**config.mk**
```make
export PLATFORM = sky130hd
export DESIGN_NAME = oscfail_ctrl
export DESIGN_NICKNAME = d
export VERILOG_FILES = /design/src/rtl/oscfail_ctrl.sv
export SDC_FILE = /design/constraint.sdc
export NUM_CORES = 1
export LEC_CHECK = 0
export BUFFER_PORTS_ARGS = -buffer_cell sky130_fd_sc_hd__buf_2
export CAP_MARGIN = 10
export CORE_ASPECT_RATIO = 1.4
export CORE_MARGIN = 5
export CORE_UTILIZATION = 30
export CTS_CLUSTER_SIZE = 14
export DETAILED_ROUTE_END_ITERATION = 7
export GPL_TIMING_DRIVEN = 0
export SYNTH_ARGS = -nofsm -noshare
export SYNTH_HDL_FRONTEND = slang
export SYNTH_SLANG_ARGS = --single-unit
```
**constraint.sdc**
```tcl
create_clock -name clk -period 5.07 [get_ports clk]
set_input_delay 1.014 -clock clk [delete_from_list [all_inputs] [get_ports clk]]
set_output_delay 1.014 -clock clk [all_outputs]
set_load 0.02 [all_outputs]
```
**src/rtl/oscfail_ctrl.sv**
```systemverilog
module oscfail_ctrl #(
  parameter int RUN_EDGES = 131072,
  parameter int LIM_W     = 16
) (
  input  logic             clk,
  input  logic             rst_n,
  input  logic             cold,
  input  logic             osc_in,
  input  logic [LIM_W-1:0] stall_limit,
  input  logic             ctl_we,
  input  logic             ctl_st,
  input  logic             ctl_out,
  input  logic             ctl_ft,
  input  logic             of_we,
  input  logic             of_wdata,
  output logic             st,
  output logic             out_bit,
  output logic             ft,
  output logic             of_flag,
  output logic             osc_en,
  output logic             osc_stopped
);
  localparam int RW = $clog2(RUN_EDGES + 1);

  logic [2:0]       osc_sync;
  logic [LIM_W-1:0] idle_cnt;
  logic [RW-1:0]    run_cnt;
  logic             rise, run_ok, of_set;

  assign rise        = osc_sync[1] & ~osc_sync[2];
  assign osc_stopped = idle_cnt >= stall_limit;
  assign run_ok      = run_cnt == RW'(RUN_EDGES);
  assign of_set      = st | osc_stopped;
  assign osc_en      = ~st;

  always_ff @(posedge clk)
    if (!rst_n) osc_sync <= '0;
    else        osc_sync <= {osc_sync[1:0], osc_in};

  always_ff @(posedge clk)
    if (!rst_n)               idle_cnt <= '0;
    else if (rise)            idle_cnt <= '0;
    else if (idle_cnt != '1)  idle_cnt <= idle_cnt + 1'b1;

  always_ff @(posedge clk)
    if (!rst_n || st || osc_stopped) run_cnt <= '0;
    else if (rise && !run_ok)        run_cnt <= run_cnt + 1'b1;

  always_ff @(posedge clk)
    if (!rst_n) begin
      ft <= 1'b0;
      if (cold) begin
        st      <= 1'b1;
        out_bit <= 1'b0;
        of_flag <= 1'b1;
      end
    end else begin
      if (ctl_we) begin
        st      <= ctl_st;
        out_bit <= ctl_out;
        ft      <= ctl_ft;
      end
      if (of_set)                          of_flag <= 1'b1;
      else if (of_we && (of_wdata || run_ok)) of_flag <= of_wdata;
    end

  p_st_sets_of_r4: assert property (@(posedge clk) disable iff (!rst_n)
    st |=> of_flag);

  p_stop_sets_of_r5: assert property (@(posedge clk) disable iff (!rst_n)
    osc_stopped |=> of_flag);

  p_early_clear_ignored_r7: assert property (@(posedge clk) disable iff (!rst_n)
    (of_flag && !run_ok) |=> of_flag);

  p_clear_taken_r8: assert property (@(posedge clk) disable iff (!rst_n)
    (of_we && !of_wdata && run_ok && !st && !osc_stopped) |=> !of_flag);

  p_stop_restarts_run_r9: assert property (@(posedge clk) disable iff (!rst_n)
    osc_stopped |=> !run_ok);

  p_write_one_sets_r6: assert property (@(posedge clk) disable iff (!rst_n)
    (of_we && of_wdata) |=> of_flag);
endmodule

```
== Yosys cells after proc, flatten, opt, wreduce, memory -nomap -nowiden ==
Cells that the tools add are included.
Storage, ports and cells
  bits of input ports: 26
  output and inout bits: 6
  bits in registers: 41
Operators by class
  magnitude comparators: 1
  add/subtract/negate cells: 2
  multiplexer cells: 9
  bitwise logic cells: 5
  equality and inequality tests: 4
  reductions and logical operators: 11
Operators by type and width (count)
  $add 18x1->18 const B: 1
  $eq 18x18->1 const B: 1
  $add 16x1->16 const B: 1
  $ge 16x16->1: 1
  $ne 16x16->1 const B: 1
  $mux 1: 9
  $reduce_and 2->1: 2
  $logic_or 1x1->1: 3
  $ne 3x1->1 const B: 1
  $not 1->1: 3
  $logic_and 1x1->1: 2
  $logic_not 1->1: 2
  $ne 2x1->1 const B: 1
  $reduce_bool 2->1: 1
  $reduce_or 2->1: 1
  $and 1x1->1: 1
  $or 1x1->1: 1

== Logic depth before layout (Yosys ltp) ==
Gate-level depths: netlist of run 1.
  word-level depth: 6
  gate-level depth with buffers: 8

== Worst setup path before layout of run 1 ==
Ideal clock, no wire load.
  kind: input to output
  start point: input port stall_limit[0]
  end point: output port osc_stopped
  data arrival time: 2.075 ns
  stages: 5
  data required time: 4.056 ns
  setup slack: 1.981 ns
  cell sequence: ha_1 nand2b_1 a2111oi_0 nand3b_1 nand3_1
On the way
  cells in the longest elaborated chain, start to end: 1
Ends and longest elaborated chain
  start: declaration: RTL line 9  | input logic [LIM_W-1:0] stall_limit,
  $ge 16x16->1: RTL line 31  | assign osc_stopped = idle_cnt >= stall_limit;
  end: declaration: RTL line 21  | output logic osc_stopped
Every way passes these cells.

== Worst setup path in the final report of run 1 ==
Ends and elaborated chain as after synthesis.

==> out/metrics.yaml, run 1 <==
status: "finished, final reports clean"
drv_slew: 0
die_x_um: 83.8
min_from: "osc_sync[0]$_SDFF_PN0_"
worstMarginPinSlew_ns: 0.651
clockRootBuffer: "clkbuf_8"
rsz0062_at_grt: "false"
switching_share_pct: 23.1
whs_endpoint: "osc_sync[1]$_SDFF_PN0_"
hold_path_class: "reg -> reg"
grt_pass1_wl_mm: 8.35
yosys.area.top_type: "dfxtp_1"
cts.repair.resized: 0
clock.fmax_ghz: 0.301
gp_congestion: 0.788
synth_cell_types: 45
crit_path_top_delay_cell: "a2111oi_0"
final_cells: 403
min_period_ns: 3.33
r2r_slack_ns: 2.86
clock_latency_ns: 0.29
path_clk_slew_ns: 0.08
synth.avg_cell_area_um2: 8.56
yosys-top-cells-area: "dfxtp_1 (33%), ha_1 (10%), nor2_1 (5.4%), xor2_1 (5.0%), edfxtp_1 (3.9%)"
post_dp_cell_area_um2: 2560
first_global_vias: 1826
intPower_mw: 0.466
synth_cells: 267
syn-num-nets: 312
synthesis.area_um2: 2280
grt.total_usage_pct: 10.7
layout_setup_ws_ns: 1.74
drc: 0
ys_seq_area_share_pct: 37.2
port_buffers: 31
htreeDepth: 2
avgRoutedWirePerCell_um: 11.9
p_per_area_nw_per_um2: 229
synth_warnings: 0
finalSetupTns_ns: 0
fillers: 781
antenna_found_initial: 0
timing.final.crit_share_pct: 65.6
postCtsSetupRepairBufs: 0
die_area_um2: 9490
r2r_start: "idle_cnt[0]$_SDFFE_PP0P_"
cp_cell_sequence: "buf_2 -> ha_1 -> nand2b_1 -> a2111oi_0 -> nand3b_1 -> nand3_1 -> buf_2"
irDropWorstVdd_mv: 0.0893
fin_hold_ws_ns: 0.440
holdPathStages: 1
seqPwrFrac_pct: 55.4
reg2reg_to: "of_flag$_SDFFCE_PN1P_"
ys_ff_latch: 41
timing.slew.headroom_pct: 56.3
critPathMaxFanout: 2
area_growth_pct: 16.0
dp_hpwl_mm: 3.85
end_kind: "primary output"
synth_edf_count: 3
io_pins: 32
clkPwrFrac_pct: 35.8
finalSetupViolCount: 0
cp_data_arrival_time_ns: 2.31
p_switching_mw: 0.140
reg2reg_depth: 8
worstPathRequired_ns: 4.06
wirelength_mm: 4.79
die_h_um: 113
finClkSkew_ns: 0.00627
first_pass_iters: 4
hold_buffers: 0
cts_tree: "yes"
vias: 1904
p_leak_nw: 1.07
critical_path_class: "in -> out"
dr.first_iter.drc_count: 49
core-area_um2: 7410
final_area_um2: 2650
grt.overflow.total: 0
comb_power_share_pct: 8.7
clock_path_buffers: 2
ant_nets: 0
finalHoldViolCount: 0
async_flop_share_pct: 0
cp_top_family: "simple AND/OR/NAND/NOR gates"
setup.worst_path.start_class: "input pin"
crit_path_frequent_cell: "buf_2"
ys.flop_type: "dfxtp_1"
finalNetCount: 350
core.rowCount: 37
antenna_cells: 0
via_per_inst: 4.72
cts_inserted_buffers: 5
max_stage_delay_ns: 0.36
drv_cap: 0
place_ws_ns: 1.74
final_layout_size_suffix_gt1_share_pct: 15.7
clock_sink_count: 41
initial_core_util_pct: 30.8
placedCellCount: 395
cp_num_buf_inv: 2
synth_top_cell_area_share_pct: 33.3
grt_max_degree: 13
## worst register-to-register path: cells and delay by family, from the launching register on
family | cells | cell delay, ns
AO/OA/AOI/OAI | 1 | 0.36
adder cells (fa/ha/maj) | 1 | 0.26
buffers and inverters | 2 | 0.31
flip-flops | 1 | 0.37
AND/OR/NAND/NOR | 4 | 0.67
## worst max path at each step
stage,startpoint,end,slack [ns],cells after the start
after floorplan,stall_limit[0],osc_stopped,1.98,5
after global placement,stall_limit[0],osc_stopped,1.72,7
after detailed placement,stall_limit[0],osc_stopped,1.74,7
after CTS,stall_limit[0],osc_stopped,1.73,7
after global routing,stall_limit[15],osc_stopped,1.66,8
final,stall_limit[0],osc_stopped,1.74,7
## area by class of cell
type	count	area (um2)	area share, %
Buffer	6	30.0	1.13
Clock buffer	8	90.1	3.40
Inverter	23	86.3	3.26
Multi-Input combinational cell	197	1320	49.7
Sequential cell	41	851	32.1
Tap cell	97	121	4.58
Timing Repair Buffer	31	155	5.85
## per-layer routing
metal	up-vias	track usage, %	part of all wire, %
li1	1008	-	-
met4	0	4.08	1.8
met5	-	0	0
met2	36	18.6	50
met3	9	2.77	4.7
met1	851	12.6	43
## through the flow
step	utilization [%]	total power, mW
after global routing	35.8	0.637
after floorplan	-	0.375
after global placement	34.6	0.397
final	35.8	0.606
after CTS	35.8	0.617
after detailed placement	34.6	0.398
## power groups by stage
stage	Clock, mW	Sequential [mW]	Combinational, mW
global placement	0	0.344	0.0531
floorplan	0	0.346	0.0294
global route	0.239	0.337	0.0613
detailed placement	0	0.344	0.0539
finish	0.217	0.336	0.0530
CTS	0.227	0.336	0.0543
## cells in the mapped netlist (all sizes together), types with 5 or more instances
library cell	count
nor3	10
o21a	7
o21ai	8
dfxtp	38
ha	19
nand4	10
inv	23
nor2	33
nand2	19
a21oi	9
xor2	13
and2	5
nand3	13
xnor2	8
## sequential cells by signal, summed over array words and instances (netlist names)
signal    flops
ft            1
out_bit       1
of_flag       1
run_cnt      18
st            1
osc_sync      3
idle_cnt     16
## logic make-up after synthesis
| group | synth area share (%) |
|---|---|
| xor gates and xnor gates | 8.05 |
| muxes | 1.37 |
| buffers and inverters | 5.09 |
| AOI/OAI and AO/OA | 10.8 |
| DFF | 37.2 |
| and+or+nand+nor | 27.1 |
| adders and majority gates | 10.4 |
## layout by cell type (no fill, tap or decap), types with 2 or more instances in the layout
master	netlist	final
dfxtp_1	38	38
buf_2	3	34
nor2_1	33	33
inv_1	23	23
nand2_1	19	19
ha_1	19	19
xor2_1	13	13
nand3_1	12	12
a21oi_1	9	9
nand4_1	9	9
nor3_1	8	8
xnor2_1	8	8
o21a_1	7	7
o21ai_0	6	6
clkbuf_8	0	6
and2_1	5	5
nor4_1	4	4
clkbuf_1	2	4
nor2b_1	4	4
and3_1	4	4
nand2b_1	3	3
and4_1	3	3
or3_1	3	3
o211ai_1	3	3
edfxtp_1	3	3
nand3b_1	2	2
a31oi_1	2	2
nor3_2	2	2
o21ai_2	2	2
mux2i_1	2	2
No activity file was read; power rests on OpenSTA's default activity.
==> inputs of run 2 (changes only) <==
--- a/config.mk
+++ b/config.mk
@@ -5,6 +5,7 @@
 export SDC_FILE = /design/constraint.sdc
 export NUM_CORES = 1
 export LEC_CHECK = 0
+export ABC_AREA = 1
 export BUFFER_PORTS_ARGS = -buffer_cell sky130_fd_sc_hd__buf_2
 export CAP_MARGIN = 10
 export CORE_ASPECT_RATIO = 1.4
==> constraint.sdc (replaced) <==
create_clock -name clk -period 3.2 [get_ports clk]
set_input_delay 0.64 -clock clk [delete_from_list [all_inputs] [get_ports clk]]
set_output_delay 0.64 -clock clk [all_outputs]
set_load 0.02 [all_outputs]
==> run 2 against run 1 <==
Compared with the run above:
- first-iteration DRC count is 47% higher
- non-clock buffer count is 2 lower
- worst setup slack worse by 1.1 ns
- clock skew is 0.0029 ns higher
==> out/metrics.yaml, run 2 <==
synth.avg_cell_area_um2: 6.80  # -21%
synth_cells: 397  # +49%
port_buffers: 30  # -3.2%
via_per_inst: 4.54  # -3.9%
first_global_vias: 2300  # +26%
ys_ff_latch: 41  # unchanged
syn-num-nets: 442  # +42%
antenna_cells: 0  # unchanged
p_switching_mw: 0.300  # +110%
ant_nets: 0  # unchanged
die_area_um2: 11000  # +16%
finalSetupTns_ns: 0  # unchanged
ys_seq_area_share_pct: 31.5  # -5.7 points
critical_path_class: "reg -> out"
vias: 2460  # +29%
synth.most_common_cell: "nand2_1"
clock_latency_ns: 0.29  # about the same
grt.total_usage_pct: 11.3  # +0.53 points
rsz0062_at_grt: "false"
finClkSkew_ns: 0.00915  # +0.00287 ns
grt_max_degree: 17  # +4
grt.overflow.total: 0  # unchanged
hold_path_class: "reg -> reg"
cts_tree: "yes"
die_x_um: 90.2  # +7.6%
drv_cap: 0  # unchanged
synth_cell_types: 34  # -24%
layout_commonest_cell: "nand2_1"
end_kind: "primary output"
io_pins: 32  # unchanged
switching_share_pct: 25.7  # +2.6 points
dr.first_iter.drc_count: 72  # +47%
clkPwrFrac_pct: 45.6  # +9.8 points
timing.final.crit_share_pct: 80.6
drv_slew: 0  # unchanged
clock_sink_count: 41  # unchanged
regArea_um2: 851  # unchanged
finalNetCount: 479  # +37%
drc: 0  # unchanged
seqPwrFrac_pct: 45.7  # -9.7 points
async_flop_share_pct: 0  # unchanged
cts_inserted_buffers: 5  # unchanged
core.rowCount: 41  # +11%
grt_pass1_wl_mm: 10.1  # +21%
cts.repair.resized: 0  # unchanged
status: "finished, final reports clean"
synth_warnings: 0  # unchanged
p_leak_nw: 1.42  # +33%
first_pass_iters: 4  # unchanged
synth_common_cells: "nand2_1 (111), inv_1 (56), nor2_1 (53), dfxtp_1 (38), a21oi_1 (23)"
multi_input_area_um2: 1570  # +19%
timing.slew.headroom_pct: 59.4  # +3.2 points
worstPathRequired_ns: 2.56  # -1.50 ns
gp_congestion: 0.880  # +12%
final_cell_mix: "nand2_1 (111), inv_1 (56), nor2_1 (53)"
yosys-top-cells-area: "dfxtp_1 (28%), nand2_1 (15%), ha_1 (8.8%), inv_1 (7.8%), nor2_1 (7.4%)"
largest_reg_flops: 18  # unchanged
area_growth_pct: 16.2
cp_data_arrival_time_ns: 1.94  # -0.37 ns
wirelength_mm: 6.06  # +27%
hold_buffers: 0  # unchanged
finalSetupViolCount: 0  # unchanged
final_layout_size_suffix_gt1_share_pct: 16.6  # +0.87 points
comb_power_share_pct: 8.7  # about the same
dp_hpwl_mm: 4.92  # +28%
clock.fmax_ghz: 0.388
clockRootBuffer: "clkbuf_16"
path_clk_slew_ns: 0.07  # about the same
htreeDepth: 2  # unchanged
fillers: 978  # +25%
intPower_mw: 0.867  # +86%
setup.worst_path.start_class: "flop"
synth_edf_count: 3  # unchanged
p_per_area_nw_per_um2: 372  # +63%
postCtsSetupRepairBufs: 0  # unchanged
clock_path_buffers: 2  # unchanged
synth_top_cell_area_share_pct: 28.2  # -5.1 points
min_period_ns: 2.58
die_h_um: 122  # +7.9%
largest_register: "run_cnt"
antenna_found_initial: 0  # unchanged
avgRoutedWirePerCell_um: 11.2  # -5.9%
initial_core_util_pct: 30.2  # -0.61 points
finalHoldViolCount: 0  # unchanged
critPathMaxFanout: 6  # +4
final_cells: 542  # +34%
ys.flop_type: "dfxtp_1"
core-area_um2: 8930  # +21%
yosys.area.top_type: "dfxtp_1"
placedCellCount: 534  # +35%
worstMarginPinSlew_ns: 0.606  # -0.0446 ns
irDropWorstVdd_mv: 0.232  # +160%
synthesis.area_um2: 2700  # +18%
top_regs: "run_cnt x18, idle_cnt x16, osc_sync x3"
run 2: cell types whose count changed after synthesis, moves of 6 or more:
cell	delta
nor2_1	+20
a21oi_1	+14
nand2_2	+6
nand2_1	+92
inv_1	+33
o21a_1	-6
run 2: worst paths after layout:
path / from / to / slack, ns / depth (start not counted)
max: idle_cnt[0]$_SDFFE_PP0P_ / osc_stopped / 0.62 / 11
min: osc_sync[0]$_SDFF_PN0_ / osc_sync[1]$_SDFF_PN0_ / 0.42 / 2
max reg2reg: idle_cnt[0]$_SDFFE_PP0P_ / of_flag$_SDFFCE_PN1P_ / 1.25 / 12
min reg2reg: osc_sync[0]$_SDFF_PN0_ / osc_sync[1]$_SDFF_PN0_ / 0.42 / 2
run 2: power groups by stage:
| stage | Combinational (mW) | Clock (mW) | Sequential, mW |
|---|---|---|---|
| after global routing | 0.116 | 0.575 | 0.535 |
| after CTS | 0.104 | 0.545 | 0.534 |
| final | 0.101 | 0.532 | 0.534 |
| after global placement | 0.101 | 0 | 0.545 |
| after floorplan | 0.0597 | 0 | 0.550 |
| after detailed placement | 0.103 | 0 | 0.546 |
run 2: final cells by class:
type / instances / share of cell area [%]
Inverter: 60 / 7.22
Tap cell: 107 / 4.27
Buffer: 5 / 1.56
Sequential cell: 41 / 27.1
Timing Repair Buffer: 30 / 4.79
Clock buffer: 5 / 3.99
Multi-Input combinational cell: 291 / 50.1
Clock inverter: 3 / 0.917
run 2: critical path, stage by stage, from the launching register on:
cell	delay, ns
dfxtp_1	0.44
inv_1	0.08
ha_1	0.27
nand2_1	0.06
nor2_1	0.04
nor2_1	0.08
nand2_1	0.08
nand2_1	0.07
nand2_1	0.08
nand2_1	0.18
nand2_1	0.11
buf_2	0.17
run 2: per-layer routing:
metal  track usage, %  wire length, um  up-vias
met5                0                0        -
met4             4.28              120        0
met3             2.02              211       10
met2             21.6             3250       34
met1             12.2             2480     1100
li1                 -                -     1316
run 2: through the flow:
step / area, um2 / worst slack, ns / power [mW] / hold WS [ns] / util, %
CTS: 3140 / 0.579 / 1.18 / 0.424 / 35.1
detailed placement: 2980 / 0.590 / 0.649 / 0.405 / 33.4
floorplan: 2700 / 0.995 / 0.610 / 0.390 / -
global placement: 2980 / 0.608 / 0.646 / 0.403 / 33.4
global route: 3140 / 0.427 / 1.23 / 0.452 / 35.1
finish: 3140 / 0.621 / 1.17 / 0.418 / 35.1
run 2: cell families after synthesis:
group / after synthesis / synth area share [%]
AO/OA/AOI/OAI: 43 / 9.27
XOR/XNOR: 17 / 5.52
adder cells (fa/ha/maj): 19 / 8.81
buffers and inverters: 65 / 10.2
flip-flops: 41 / 31.5
AND/OR/NAND/NOR: 212 / 34.7
